==> src/rtl/tmr_pkg.sv <==
package tmr_pkg;

  localparam logic [2:0] SM_INTERNAL = 3'b000;
  localparam logic [2:0] SM_EXT_EDGE = 3'b111;

  typedef enum logic [1:0] {
    SRC_INTERNAL = 2'd0,
    SRC_PIN      = 2'd1,
    SRC_NEIGHBOR = 2'd2,
    SRC_TRIGGER  = 2'd3
  } tick_src_e;

  // Result of one counting step: next value and wrap flag.
  typedef struct packed {
    logic        wrap;
    logic [31:0] value;
  } step_t;

  function automatic step_t count_step(input logic [31:0] cur,
                                       input logic [31:0] lim,
                                       input logic        down);
    step_t r;
    if (!down) begin
      r.wrap  = (cur >= lim);
      r.value = r.wrap ? 32'd0 : cur + 32'd1;
    end else begin
      r.wrap  = (cur == 32'd0);
      r.value = r.wrap ? lim : cur - 32'd1;
    end
    return r;
  endfunction

  function automatic logic [31:0] reinit_value(input logic [31:0] lim,
                                               input logic        down);
    return down ? lim : 32'd0;
  endfunction

endpackage

==> src/rtl/tmr_input_sync.sv <==
module tmr_input_sync #(
  parameter int STAGES = 2
) (
  input  logic clk,
  input  logic rst_n,
  input  logic d_async,
  output logic rise,
  output logic fall
);
  localparam int LAST = STAGES;

  logic [LAST:0] sh;

  always_ff @(posedge clk or negedge rst_n) begin
    if (!rst_n) sh <= '0;
    else        sh <= {sh[LAST-1:0], d_async};
  end

  assign rise = sh[LAST-1] & ~sh[LAST];
  assign fall = ~sh[LAST-1] & sh[LAST];

  // detected edges are single-cycle pulses
  a_r4_rise_pulse: assert property (@(posedge clk) disable iff (!rst_n)
    rise |=> !rise);
  a_r4_fall_pulse: assert property (@(posedge clk) disable iff (!rst_n)
    fall |=> !fall);
endmodule

==> src/rtl/tmr_tick_select.sv <==
module tmr_tick_select
  import tmr_pkg::*;
(
  input  logic       enable,
  input  logic [2:0] slave_mode,
  input  logic       trig_mode_en,
  input  logic       pin_fall_edge,
  input  logic       pin_from_neighbor,
  input  logic       pin_rise,
  input  logic       pin_fall,
  input  logic       trig_rise,
  input  logic       neighbor_ovf,
  output tick_src_e  src,
  output logic       tick
);
  logic raw;

  always_comb begin
    if (trig_mode_en)                    src = SRC_TRIGGER;
    else if (slave_mode == SM_EXT_EDGE)  src = pin_from_neighbor ? SRC_NEIGHBOR : SRC_PIN;
    else                                 src = SRC_INTERNAL;

    unique case (src)
      SRC_TRIGGER:  raw = trig_rise;
      SRC_NEIGHBOR: raw = neighbor_ovf;
      SRC_PIN:      raw = pin_fall_edge ? pin_fall : pin_rise;
      default:      raw = 1'b1;
    endcase
  end

  assign tick = enable & raw;
endmodule

==> src/rtl/tmr_updown_counter.sv <==
module tmr_updown_counter
  import tmr_pkg::*;
#(
  parameter int W = 16
) (
  input  logic         clk,
  input  logic         rst_n,
  input  logic         tick,
  input  logic         dir_down,
  input  logic         reinit,
  input  logic [W-1:0] reload,
  output logic [W-1:0] cnt,
  output logic         upd_evt
);
  step_t       nxt;
  logic [31:0] init_v;

  always_comb begin
    nxt    = count_step(32'(cnt), 32'(reload), dir_down);
    init_v = reinit_value(32'(reload), dir_down);
  end

  always_ff @(posedge clk or negedge rst_n) begin
    if (!rst_n) begin
      cnt     <= '0;
      upd_evt <= 1'b0;
    end else if (reinit) begin
      cnt     <= init_v[W-1:0];
      upd_evt <= 1'b1;
    end else if (tick) begin
      cnt     <= nxt.value[W-1:0];
      upd_evt <= nxt.wrap;
    end else begin
      upd_evt <= 1'b0;
    end
  end

  // upward wrap lands on zero with an update event
  a_r7_up_wrap: assert property (@(posedge clk) disable iff (!rst_n)
    (tick && !reinit && !dir_down && cnt == reload) |=> (cnt == '0 && upd_evt));
  // downward wrap lands on reload with an update event
  a_r8_down_wrap: assert property (@(posedge clk) disable iff (!rst_n)
    (tick && !reinit && dir_down && cnt == '0) |=> (cnt == $past(reload) && upd_evt));
  // software update reinitializes by direction
  a_r10_reinit: assert property (@(posedge clk) disable iff (!rst_n)
    reinit |=> (upd_evt && cnt == ($past(dir_down) ? $past(reload) : '0)));
  // no event without a tick or reinit in the previous cycle
  a_r11_evt_cause: assert property (@(posedge clk) disable iff (!rst_n)
    (!tick && !reinit) |=> !upd_evt);
endmodule

==> src/rtl/tmr_tick_front.sv <==
module tmr_tick_front
  import tmr_pkg::*;
#(
  parameter int W           = 16,
  parameter int SYNC_STAGES = 2
) (
  input  logic         clk,
  input  logic         rst_n,
  input  logic         cfg_wr,
  input  logic         cfg_enable,
  input  logic         cfg_count_down,
  input  logic         cfg_update_gen,
  input  logic [2:0]   slave_mode,
  input  logic         trig_mode_en,
  input  logic         pin_fall_edge,
  input  logic         pin_from_neighbor,
  input  logic         pin_in,
  input  logic         trig_in,
  input  logic         neighbor_ovf,
  input  logic [W-1:0] reload,
  output logic [W-1:0] count,
  output logic         update_evt,
  output logic         update_gen_bit,
  output logic         counter_enabled
);
  localparam int N_EXT = 2;  // index 0: pin, index 1: trigger

  logic en_q, dir_q, ug_q;
  logic [N_EXT-1:0] ext_async, ext_rise, ext_fall;
  tick_src_e src;
  logic      tick;

  always_ff @(posedge clk or negedge rst_n) begin
    if (!rst_n) begin
      en_q  <= 1'b0;
      dir_q <= 1'b0;
      ug_q  <= 1'b0;
    end else begin
      ug_q <= cfg_wr & cfg_update_gen;
      if (cfg_wr) begin
        en_q  <= cfg_enable;
        dir_q <= cfg_count_down;
      end
    end
  end

  assign ext_async = {trig_in, pin_in};

  for (genvar g = 0; g < N_EXT; g++) begin : g_sync
    tmr_input_sync #(.STAGES(SYNC_STAGES)) u_sync (
      .clk    (clk),
      .rst_n  (rst_n),
      .d_async(ext_async[g]),
      .rise   (ext_rise[g]),
      .fall   (ext_fall[g])
    );
  end

  tmr_tick_select u_sel (
    .enable           (en_q),
    .slave_mode       (slave_mode),
    .trig_mode_en     (trig_mode_en),
    .pin_fall_edge    (pin_fall_edge),
    .pin_from_neighbor(pin_from_neighbor),
    .pin_rise         (ext_rise[0]),
    .pin_fall         (ext_fall[0]),
    .trig_rise        (ext_rise[1]),
    .neighbor_ovf     (neighbor_ovf),
    .src              (src),
    .tick             (tick)
  );

  tmr_updown_counter #(.W(W)) u_cnt (
    .clk     (clk),
    .rst_n   (rst_n),
    .tick    (tick),
    .dir_down(dir_q),
    .reinit  (ug_q),
    .reload  (reload),
    .cnt     (count),
    .upd_evt (update_evt)
  );

  assign update_gen_bit  = ug_q;
  assign counter_enabled = en_q;

  // the update bit only rises after a software request
  a_r9_ug_source: assert property (@(posedge clk) disable iff (!rst_n)
    $rose(ug_q) |-> $past(cfg_wr && cfg_update_gen));
  // without a new request the bit is gone after one cycle
  a_r9_ug_clears: assert property (@(posedge clk) disable iff (!rst_n)
    (ug_q && !(cfg_wr && cfg_update_gen)) |=> !ug_q);
  // disabled counter holds unless updated by software
  a_r2_hold_off: assert property (@(posedge clk) disable iff (!rst_n)
    (!en_q && !ug_q) |=> $stable(count));
  // trigger mode never ticks without a trigger edge
  a_r6_trig_only: assert property (@(posedge clk) disable iff (!rst_n)
    (trig_mode_en && !ext_rise[1]) |-> !tick);
endmodule

==> config.mk <==
export PLATFORM = sky130hd
export DESIGN_NAME = tmr_tick_front
export DESIGN_NICKNAME = d
export VERILOG_FILES = /design/src/rtl/tmr_pkg.sv /design/src/rtl/tmr_input_sync.sv /design/src/rtl/tmr_tick_select.sv /design/src/rtl/tmr_updown_counter.sv /design/src/rtl/tmr_tick_front.sv
export SDC_FILE = /design/constraint.sdc
export NUM_CORES = 1
export LEC_CHECK = 0
export BUFFER_PORTS_ARGS = -buffer_cell sky130_fd_sc_hd__buf_2
export CORE_MARGIN = 2
export CORE_UTILIZATION = 55
export DETAILED_ROUTE_END_ITERATION = 12
export PLACE_DENSITY = 0.8
export SLEW_MARGIN = 30
export SYNTH_ARGS = -nofsm -noshare
export SYNTH_HDL_FRONTEND = slang
export SYNTH_SLANG_ARGS = --single-unit
==> constraint.sdc <==
create_clock -name clk -period 3.2 [get_ports clk]
set_input_delay 0.32 -clock clk [delete_from_list [all_inputs] [get_ports clk]]
set_output_delay 0.32 -clock clk [all_outputs]
set_load 0.01 [all_outputs]
==> run_summary.xml <==
<?xml version="1.0" encoding="UTF-8"?>
<metrics>
  <group name="critical_path">
    <metric name="timing.critical_path.buf_inv" unit="">0</metric>
    <metric name="crit_arrival" unit="ps">2900</metric>
    <metric name="worstReg2RegEnd" unit="">u_cnt.cnt[6]$_DFFE_PN0P_</metric>
    <metric name="r2r_start" unit="">u_cnt.cnt[13]$_DFFE_PN0P_</metric>
    <metric name="timing.critical_path.cells" unit="">ha_1 -&gt; nand4_1 -&gt; nor3_2 -&gt; or4b_1 -&gt; nand4_1 -&gt; o21ai_0 -&gt; a211o_1</metric>
    <metric name="r2r.worst_path.cells" unit="">7</metric>
    <metric name="crit_slowest_cell" unit="">dfrtp_1</metric>
    <metric name="critPathKind" unit="">register to register</metric>
    <metric name="maximum_fanout_count_along_the_critical_path" unit="">12</metric>
    <metric name="cpPeakStageDelay" unit="ps">490</metric>
    <metric name="critical_path.most_common_cell" unit="">nand4_1</metric>
    <metric name="setup.worst_path.end_class" unit="">register</metric>
    <metric name="crit_required" unit="ps">3370</metric>
    <metric name="worstSetupStartpointType" unit="">register</metric>
    <metric name="regToRegSetupSlack" unit="ps">460</metric>
    <metric name="path_delay_family" unit="">simple AND/OR/NAND/NOR gates</metric>
  </group>
  <group name="detailed_routing">
    <metric name="route.vias.total" unit="">2324</metric>
    <metric name="final_routed_drc_violation_total" unit="">0</metric>
    <metric name="drt-pass1-iter-count" unit="">5</metric>
    <metric name="vias_per_cell" unit="">6.20</metric>
    <metric name="routed_wirelength" unit="mm">6.16</metric>
    <metric name="drt_iter0_drc" unit="">223</metric>
    <metric name="detail-route-antenna-nets" unit="">0</metric>
    <metric name="wl_cell" unit="um">16.4</metric>
  </group>
  <group name="clock_network">
    <metric name="cts_htree_levels" unit="">1</metric>
    <metric name="clockBufferDepth" unit="">2</metric>
    <metric name="cts_buffers" unit="">3</metric>
    <metric name="ctsHoldBuffers" unit="">0</metric>
    <metric name="cts_repair_resize_count" unit="">0</metric>
    <metric name="worstSkewPairLatency" unit="ps">270</metric>
    <metric name="cts_setup_buffers" unit="">0</metric>
    <metric name="cts.sinks" unit="">26</metric>
    <metric name="clock_tree.root_cell" unit="">clkbuf_8</metric>
    <metric name="cts_tree" unit="">built</metric>
    <metric name="clkSlewWorstSetupHoldPaths" unit="ps">90</metric>
  </group>
  <group name="grt">
    <metric name="antenna_found_initial" unit="">0</metric>
    <metric name="pin_count_of_the_biggest_net_entering_global_routing" unit="">27</metric>
    <metric name="global_route.overflow_total" unit="">0</metric>
    <metric name="grt_util_all_layers" unit="">0.252</metric>
    <metric name="first_pass_grt_wire_length" unit="mm">9.92</metric>
    <metric name="vias_in_the_first_global_route" unit="">2047</metric>
  </group>
  <group name="floorplanning">
    <metric name="fp.dieH" unit="um">69.6</metric>
    <metric name="initial_utilization" unit="">0.583</metric>
    <metric name="top_level_ports" unit="">50</metric>
    <metric name="die_area" unit="um2">4840</metric>
    <metric name="die_width" unit="um">69.6</metric>
    <metric name="std_cell_rows" unit="">23</metric>
    <metric name="core_area" unit="um2">4060</metric>
  </group>
  <group name="synth">
    <metric name="syn_inst" unit="">286</metric>
    <metric name="yosys_register_bits" unit="">26</metric>
    <metric name="dominant_cell_by_count_in_the_synthesized_netlist" unit="">dfrtp_1</metric>
    <metric name="synth_commonest_cells" unit="">dfrtp_1, inv_1, nor2_1</metric>
    <metric name="netlist_top_cells_area" unit="">dfrtp_1, ha_1, xnor2_1, xor2_1, inv_1</metric>
    <metric name="synth_largest_type_area_fraction" unit="">0.275</metric>
    <metric name="synthesis.nets" unit="">336</metric>
    <metric name="async_reset_ff_frac" unit="">1.00</metric>
    <metric name="yosysWarningCount" unit="">0</metric>
    <metric name="synth_area" unit="um2">2370</metric>
    <metric name="number_of_enable_flip_flop_cells_after_synthesis" unit="">0</metric>
    <metric name="netlist_cell_types" unit="">53</metric>
    <metric name="post_synth_top_flop" unit="">dfrtp_1</metric>
    <metric name="yosysTopAreaCell" unit="">dfrtp_1</metric>
    <metric name="avgSynthCellArea" unit="um2">8.28</metric>
    <metric name="synth_seq_area_share" unit="">0.275</metric>
  </group>
  <group name="timing">
    <metric name="grt_setup_unrepaired" unit="">no</metric>
    <metric name="report.final.hold_viol_count" unit="">0</metric>
    <metric name="timing.fmax" unit="MHz">366</metric>
    <metric name="final_setup_fails" unit="">0</metric>
    <metric name="max-slew-margin-rel" unit="">0.494</metric>
    <metric name="final.setup.worst_slack" unit="ps">465</metric>
    <metric name="final.min_clock_period" unit="ps">2740</metric>
    <metric name="worst_pin_slew" unit="ps">759</metric>
    <metric name="min_period_over_period" unit="">0.855</metric>
    <metric name="timing.final.max_slew_violations" unit="">0</metric>
    <metric name="fin_setup_tns" unit="ps">0</metric>
    <metric name="clock-skew-final" unit="ps">1.85</metric>
  </group>
  <group name="finish">
    <metric name="num-nets-final" unit="">376</metric>
    <metric name="register_area" unit="um2">651</metric>
    <metric name="syn_to_final_growth" unit="%">12.7</metric>
    <metric name="final_area" unit="um2">2670</metric>
    <metric name="filler_cells" unit="">350</metric>
    <metric name="multiInputGateArea" unit="um2">1530</metric>
    <metric name="antenna_cells" unit="">0</metric>
    <metric name="drive_gt1_frac" unit="">0.212</metric>
  </group>
  <group name="run_status">
    <metric name="run_status" unit="">completed</metric>
  </group>
  <group name="placement">
    <metric name="finalWeightedCongestion" unit="">0.921</metric>
    <metric name="place_worst_setup_slack" unit="ps">540</metric>
    <metric name="dp.final_hpwl" unit="mm">4.56</metric>
    <metric name="placed_cell_area" unit="um2">2610</metric>
    <metric name="placement.io_buffers" unit="">49</metric>
  </group>
  <group name="pwr">
    <metric name="power.density_cell_area" unit="nW/um2">565</metric>
    <metric name="static-leakage-power" unit="nW">1.26</metric>
    <metric name="vdd.ir_drop.worst" unit="uV">299</metric>
  </group>
  <group name="flow_run">
    <metric name="cap_viol_max_count" unit="">0</metric>
  </group>
  <group name="hold_path">
    <metric name="hp-class" unit="">primary input to asynchronous set/reset pin</metric>
  </group>
</metrics>
==> flip-flops by register name, indices dropped and copies added, names as in the netlist <==
register / flops
dir_q: 1
counter_enabled: 1
u_cnt.upd_evt: 1
update_gen_bit: 1
u_cnt.cnt: 16
g_sync.u_sync.sh: 6
==> report_power, final <==
group / switching, mW / internal (mW)
Combinational: 0.407 / 0.333
Sequential: 0.151 / 0.393
Clock: 0.111 / 0.110
Total: 0.669 / 0.837
==> cell type report <==
type / instances / area share
Tap cell: 50 / 0.0235
Sequential cell: 26 / 0.244
Inverter: 23 / 0.0324
Timing Repair Buffer: 54 / 0.106
Clock buffer: 4 / 0.0206
Multi-Input combinational cell: 218 / 0.574
==> placed cells by master (no fill, tap or decap), types with 3 or more instances in the layout <==
master / n
a2bb2oi_1: 3
xnor2_1: 13
a31oi_1: 3
mux2_2: 3
a221oi_1: 5
dfrtp_1: 26
a21oi_1: 15
inv_1: 23
nand3_1: 6
ha_1: 19
clkbuf_8: 4
and3_1: 7
buf_2: 49
buf_4: 5
nor3_1: 7
xor2_1: 10
a211oi_1: 7
nand4_1: 10
o211ai_1: 4
o21ai_0: 16
nand2_1: 22
nor2_1: 23
nand2b_1: 4
a221oi_2: 3
==> metrics by stage <==
step,hold WS (ps),cells,total power [mW],util
after floorplan,24.4,286,1.07,-
after CTS,62.3,375,1.50,0.657
after global placement,335,371,1.26,0.644
after detailed placement,340,371,1.28,0.644
after global routing,97.8,375,1.61,0.657
final,40.3,375,1.51,0.657
==> logic make-up after synthesis <==
kind of cell             count (synthesis)  share of synthesized area
AO/OA/AOI/OAI                           74                      0.221
buffers and inverters                   42                     0.0788
flip-flops                              26                      0.275
adder cells (fa/ha/maj)                 19                      0.100
multiplexers                             3                     0.0143
AND/OR/NAND/NOR                         99                      0.225
XOR/XNOR                                23                     0.0851
==> worst max-delay path by stage <==
stage                                         start                        to  cells past startpoint
after floorplan           u_cnt.cnt[13]$_DFFE_PN0P_  u_cnt.cnt[9]$_DFFE_PN0P_                      8
after global placement    u_cnt.cnt[13]$_DFFE_PN0P_  u_cnt.cnt[6]$_DFFE_PN0P_                      7
after detailed placement  u_cnt.cnt[13]$_DFFE_PN0P_  u_cnt.cnt[6]$_DFFE_PN0P_                      7
after CTS                 u_cnt.cnt[13]$_DFFE_PN0P_  u_cnt.cnt[6]$_DFFE_PN0P_                      7
after global routing      u_cnt.cnt[13]$_DFFE_PN0P_  u_cnt.cnt[6]$_DFFE_PN0P_                      7
final                     u_cnt.cnt[13]$_DFFE_PN0P_  u_cnt.cnt[6]$_DFFE_PN0P_                      7
==> per-layer routing <==
| metal | vias to the layer above | track usage | wire (um) |
|---|---|---|---|
| met5 | - | 0 | 0 |
| met4 | 0 | 0.0719 | 70 |
| met1 | 1090 | 0.347 | 2790 |
| met3 | 8 | 0.0291 | 389 |
| met2 | 112 | 0.417 | 2910 |
| li1 | 1114 | - | - |
No activity file was read; power rests on OpenSTA's default activity.
